==> config.mk <==
export PLATFORM = sky130hd
export DESIGN_NAME = preadd_opnd_stage
export DESIGN_NICKNAME = d
export VERILOG_FILES = /design/src/rtl/preadd_pkg.sv /design/src/rtl/preadd_pipe_reg.sv /design/src/rtl/preadd_opnd_chain.sv /design/src/rtl/preadd_adder.sv /design/src/rtl/preadd_opnd_stage.sv
export SDC_FILE = /design/constraint.sdc
export NUM_CORES = 1
export LEC_CHECK = 0
export ABC_AREA = 1
export BUFFER_PORTS_ARGS = -buffer_cell sky130_fd_sc_hd__buf_2
export CORE_MARGIN = 1.5
export CORE_UTILIZATION = 62
export CTS_BUF_LIST = sky130_fd_sc_hd__clkbuf_8
export DETAILED_ROUTE_END_ITERATION = 10
export PLACE_DENSITY = 0.88
export SKIP_CTS_REPAIR_TIMING = 1
export SLEW_MARGIN = 20
export SYNTH_ARGS = -nofsm -noshare
export SYNTH_HDL_FRONTEND = slang
export SYNTH_SLANG_ARGS = --single-unit
==> constraint.sdc <==
create_clock -name clk -period 7.4 [get_ports clk]
set_input_delay 0 -clock clk [delete_from_list [all_inputs] [get_ports clk]]
set_output_delay 0 -clock clk [all_outputs]
set_load 0.05 [all_outputs]
==> src/rtl/preadd_pkg.sv <==
package preadd_pkg;

  localparam int MODE_W = 5;

  // Bit order matters: the control word is cast onto this struct, bit 4 first.
  typedef struct packed {
    logic b_take_first;  // bit 4
    logic subtract;      // bit 3
    logic d_pass;        // bit 2
    logic a_force_zero;  // bit 1
    logic a_take_first;  // bit 0
  } mode_t;

endpackage

==> src/rtl/preadd_pipe_reg.sv <==
module preadd_pipe_reg #(
  parameter int W = 8
) (
  input  logic         clk,
  input  logic         rst,
  input  logic         ce,
  input  logic [W-1:0] d,
  output logic [W-1:0] q
);

  always_ff @(posedge clk) begin
    if (rst)     q <= '0;
    else if (ce) q <= d;
  end

endmodule

==> src/rtl/preadd_opnd_chain.sv <==
module preadd_opnd_chain #(
  parameter int W     = 18,
  parameter int DEPTH = 2
) (
  input  logic         clk,
  input  logic         rst,
  input  logic         ce1,
  input  logic         ce2,
  input  logic [W-1:0] din,
  output logic [W-1:0] tap1,
  output logic [W-1:0] tap2
);

  preadd_pipe_reg #(.W(W)) i_stage1 (
    .clk (clk),
    .rst (rst),
    .ce  (ce1),
    .d   (din),
    .q   (tap1)
  );

  generate
    if (DEPTH == 2) begin : g_two
      preadd_pipe_reg #(.W(W)) i_stage2 (
        .clk (clk),
        .rst (rst),
        .ce  (ce2),
        .d   (tap1),
        .q   (tap2)
      );
    end else begin : g_one
      logic unused_ce2;
      assign unused_ce2 = ce2;
      assign tap2       = tap1;
    end
  endgenerate

endmodule

==> src/rtl/preadd_adder.sv <==
module preadd_adder
  import preadd_pkg::*;
#(
  parameter int PA_W  = 25,
  parameter bit USE_D = 1'b1
) (
  input  mode_t           mode,
  input  logic [PA_W-1:0] a_op,
  input  logic [PA_W-1:0] d_op,
  output logic [PA_W-1:0] sum
);

  generate
    if (USE_D) begin : g_preadd
      logic [PA_W:0] a_x;
      logic [PA_W:0] d_x;
      logic [PA_W:0] r;
      logic          unused_bits;

      always_comb begin
        a_x = mode.a_force_zero ? '0 : {a_op[PA_W-1], a_op};
        d_x = mode.d_pass       ? {d_op[PA_W-1], d_op} : '0;
        r   = mode.subtract     ? (d_x - a_x) : (d_x + a_x);
      end

      assign sum         = r[PA_W-1:0];
      assign unused_bits = r[PA_W] ^ mode.b_take_first ^ mode.a_take_first;
    end else begin : g_direct
      logic unused_bits;
      assign sum         = a_op;
      assign unused_bits = ^{d_op, mode};
    end
  endgenerate

endmodule

==> src/rtl/preadd_opnd_stage.sv <==
module preadd_opnd_stage
  import preadd_pkg::*;
#(
  parameter int A_W     = 30,
  parameter int B_W     = 18,
  parameter int D_W     = 25,
  parameter int A_DEPTH = 2,
  parameter int B_DEPTH = 2,
  parameter bit USE_D   = 1'b1
) (
  input  logic              clk,
  input  logic              rst_a,
  input  logic              ce_a1,
  input  logic              ce_a2,
  input  logic [A_W-1:0]    a_in,
  input  logic              rst_b,
  input  logic              ce_b1,
  input  logic              ce_b2,
  input  logic [B_W-1:0]    b_in,
  input  logic              rst_d,
  input  logic              ce_d,
  input  logic [D_W-1:0]    d_in,
  input  logic              rst_mode,
  input  logic              ce_mode,
  input  logic [MODE_W-1:0] mode_in,
  output logic [D_W-1:0]    mult_a,
  output logic [B_W-1:0]    mult_b
);

  localparam int PA_W = D_W;

  logic [A_W-1:0]    a1_q, a2_q;
  logic [B_W-1:0]    b1_q, b2_q;
  logic [D_W-1:0]    d_q;
  logic [MODE_W-1:0] mode_bits;
  mode_t             mode_q;
  logic [PA_W-1:0]   a_pick;
  logic              unused_a_hi;

  preadd_opnd_chain #(.W(A_W), .DEPTH(A_DEPTH)) i_a_chain (
    .clk  (clk),
    .rst  (rst_a),
    .ce1  (ce_a1),
    .ce2  (ce_a2),
    .din  (a_in),
    .tap1 (a1_q),
    .tap2 (a2_q)
  );

  preadd_opnd_chain #(.W(B_W), .DEPTH(B_DEPTH)) i_b_chain (
    .clk  (clk),
    .rst  (rst_b),
    .ce1  (ce_b1),
    .ce2  (ce_b2),
    .din  (b_in),
    .tap1 (b1_q),
    .tap2 (b2_q)
  );

  preadd_pipe_reg #(.W(D_W)) i_d_reg (
    .clk (clk),
    .rst (rst_d),
    .ce  (ce_d),
    .d   (d_in),
    .q   (d_q)
  );

  preadd_pipe_reg #(.W(MODE_W)) i_mode_reg (
    .clk (clk),
    .rst (rst_mode),
    .ce  (ce_mode),
    .d   (mode_in),
    .q   (mode_bits)
  );

  assign mode_q = mode_t'(mode_bits);

  // Only the low PA_W bits of A enter the pre-adder.
  assign a_pick      = mode_q.a_take_first ? a1_q[PA_W-1:0] : a2_q[PA_W-1:0];
  assign unused_a_hi = ^{a1_q[A_W-1:PA_W], a2_q[A_W-1:PA_W]};

  preadd_adder #(.PA_W(PA_W), .USE_D(USE_D)) i_adder (
    .mode (mode_q),
    .a_op (a_pick),
    .d_op (d_q),
    .sum  (mult_a)
  );

  assign mult_b = mode_q.b_take_first ? b1_q : b2_q;

endmodule

==> metrics.md <==
| Metric | Value |
|---|---|
| FF-to-FF Start | i_mode_reg.q[2]$_SDFFE_PP0P_ |
| Mapped Cells | 1049 |
| Clk_skew | 0.00847 ns |
| Post-synth top cells | 284 x nand2_1, 127 x inv_1, 116 x dfxtp_1 |
| DRT iter0 DRCs | 794 |
| Share of layout cells above drive strength 1 | 16.2% |
| Worst Hold Class | input port to flip-flop |
| Post-Place Cells | 1266 |
| Ys flop type | dfxtp_1 |
| Asr flop ratio synth | 0% |
| CP max stage cell | ha_1 |
| Area growth, synth to finish | 26.6% |
| CTS buffer count | 17 |
| Critical Path RT | 7.40 ns |
| Mapped Nets | 1164 |
| IO Count | 132 |
| Hold path start | ce_b1 |
| Largest delay share family, worst path | simple AND/OR/NAND/NOR gates |
| Row count | 38 |
| Failing checks | negative hold slack |
| Worst EP arrival | 4.40 ns |
| Outcome | finished, violations left |
| Internal reg-to-reg setup slack | 5.47 ns |
| Syn avg cell area | 6.68 um^2 |
| Main area contributors after synthesis | dfxtp_1 33%, nand2_1 15%, a211oi_1 6.9% |
| Slew @ Worst Pin | 1.05 ns |
| Fin nets | 1346 |
| GRT Total Usage | 30.9% |
| Clk sinks | 116 |
| PwrDens | 226 nW/um^2 |
| Final period utilization | 59.5% |
| Worst path cell trace | buf_4 > inv_2 > o21ai_0 > nor2_1 > nor2_1 > nand2_1 > nor2_1 > nand2_1 > nand2_1 > nand2_1 > nand2_1 > nand2_1 > ha_1 > inv_1 > nor3_1 > nand2_1 > nor3_1 > nand2_1 > nand3_1 > nand3_1 > nand2_1 > buf_2 |
| Hold EP | i_b_chain.i_stage1.q[8]$_SDFFE_PP0P_ |
| Flip-flop and latch count after synthesis | 116 |
| Core area | 10900 um^2 |
| Die area | 11900 um^2 |
| Sequential fraction of the synthesis area | 33.2% |
| Max stage delay on crit path | 0.35 ns |
| Top cell type's share of synthesized area | 33.2% |
| Routed wire per std cell | 15.8 um |
| DRT Pass-1 Iters | 8 |
| Post-synth EDFFs | 0 |
| Longest Clk Path Bufs | 2 |
| Worst VDD drop | 191 uV |
| CP Capture Type | output pin |
| Mapped Area | 7000 um^2 |
| Leak Pwr | 4.28 nW |
| Max-Cap Viols | 0 |
| DRC Markers | 0 |
| H-tree Lvls | 4 |
| Final Non-Filler Cells | 1383 |
| Die height | 109 um |
| Hpwl dp | 12.6 mm |
| Initial Utilization | 64.1% |
| Most numerous cell in the Yosys netlist | nand2_1 |
| Register-to-Register Path Depth | 3 |
| Most frequent CP cell | nand2_1 |
| WHS Path Cells | 3 |
| WHS | -0.0211 ns |
| Post-synth top area cell | dfxtp_1 |
| Vias per cell | 5.65 |
| Buf+Inv Stages, Crit Path | 4 |
| Ys Warns | 0 |
| Setup-failing EPs final | 0 |
| Aggregate routed wire length | 21.8 mm |
| Reg clk slew, reported paths | 0.08 ns |
| Slew headroom | 29.8% |
| IO buf count | 126 |
| Initial antenna violation count | 0 |
| Vias | 7813 |
| RR Endpoint | i_mode_reg.q[2]$_SDFFE_PP0P_ |
| Final min period | 4.40 ns |
| Grt total ovfl | 0 |
| CTS root buf | clkbuf_8 |
| Vias in the first global route | 6389 |
| First-pass GRT wire length | 29.0 mm |
| Detail Route Antenna Nets | 0 |
| CP startpoint kind | flip-flop |
| Critical path type | flip-flop to output pin |
| Die width | 109 um |
| Fillers | 697 |
| Final Hold Viols | 6 |
| Clk_lat worst skew | 0.46 ns |
| Global placement routability congestion | 0.956 |
| TNS Setup | 0 ns |
| Largest net degree at the start of global routing | 51 |
| RSZ-0062 raised after global routing | no |
| Critical Path Fanout Max | 30 |
| Diode count | 0 |
| CTS tree | done |
| Highest clock rate | 0.227 GHz |
| Max Slew Vio Count | 0 |
| Synth cell types | 43 |
[tightest hold or removal path, stage by stage]
cell     delay [ns]
buf_2          0.23
nand2_1        0.11
a21oi_1        0.06
[state kept, by name (all words and copies together) (netlist names)]
signal and cells:
i_a_chain.g_two.i_stage2.q 25, i_mode_reg.q 5, i_d_reg.q 25, i_b_chain.i_stage1.q 18
i_a_chain.i_stage1.q 25, i_b_chain.g_two.i_stage2.q 18
[routing by layer]
metal	GRT usage, %	up-vias	wire (um)
li1	-	3740	-
met2	51.4	406	10700
met3	8.73	82	1660
met1	38.3	3585	8650
met5	0	-	0
met4	10.6	0	805
[layout by cell type, fill, tap and decap left out, types with 7 or more instances in the layout]
cell	count
clkbuf_8	17
dlygate4sd3_1	86
ha_1	25
nor2_1	114
nand3_2	17
o21ai_1	7
a21oi_1	84
inv_1	127
nor3_1	7
nand2_1	284
o21ai_0	39
nand3_1	25
a211oi_1	64
dfxtp_1	115
buf_2	126
xor2_1	25
nand2_2	7
xnor2_1	14
[through the flow]
stage               instance area (um^2)  hold slack, ns  setup WS [ns]  utilization [%]  total power (W)
CTS                                 8010          -0.240           3.10             73.2          0.00193
floorplan                           7000          0.0691           4.10                -          0.00118
detailed placement                  7600           0.230           3.60             69.5          0.00132
finish                              8870         -0.0211           3.00             81.1          0.00200
global route                        8870          0.0166           2.63             81.1          0.00208
global placement                    7600           0.229           3.64             69.5          0.00132
[worst max path at each step]
stage / endpoint / startpoint / slack [ns] / cells past startpoint
after global placement: mult_a[18] / i_mode_reg.q[0]$_SDFFE_PP0P_ / 3.64 / 19
after floorplan: mult_a[18] / i_mode_reg.q[0]$_SDFFE_PP0P_ / 4.10 / 18
after global routing: mult_a[24] / i_mode_reg.q[0]$_SDFFE_PP0P_ / 2.63 / 22
after detailed placement: mult_a[24] / i_mode_reg.q[0]$_SDFFE_PP0P_ / 3.60 / 22
final: mult_a[24] / i_mode_reg.q[0]$_SDFFE_PP0P_ / 3.00 / 22
after CTS: mult_a[24] / i_mode_reg.q[0]$_SDFFE_PP0P_ / 3.10 / 21
[cell families (layout without fill, tap and decap cells)]
| logic type | count (synthesis) | count (layout) | share of synthesized area (%) |
|---|---|---|---|
| and+or+nand+nor | 475 | 475 | 29.0 |
| buffers and inverters | 183 | 377 | 10.3 |
| adders and majority gates | 26 | 26 | 4.75 |
| xor gates and xnor gates | 39 | 39 | 4.88 |
| DFF | 116 | 116 | 33.2 |
| AOI/OAI and AO/OA | 210 | 210 | 18.0 |
[power breakdown]
part	switching [W]	total, W	internal [W]
sequential	0.0000260	0.000688	0.000662
clock	0.000298	0.000632	0.000334
combinational	0.000476	0.000681	0.000205
[final cells by class]
type                    instances  area [um^2]  area share (%)
multi-input cells             750         3960            44.7
flip-flops and latches        116         2320            26.2
repair buffers                213         1500            16.9
inverters                     133          499            5.63
clock buffers                  17          234            2.64
clock inverters                14          175            1.97
well taps                     140          175            1.97
Power figures use the tool's default switching activity.
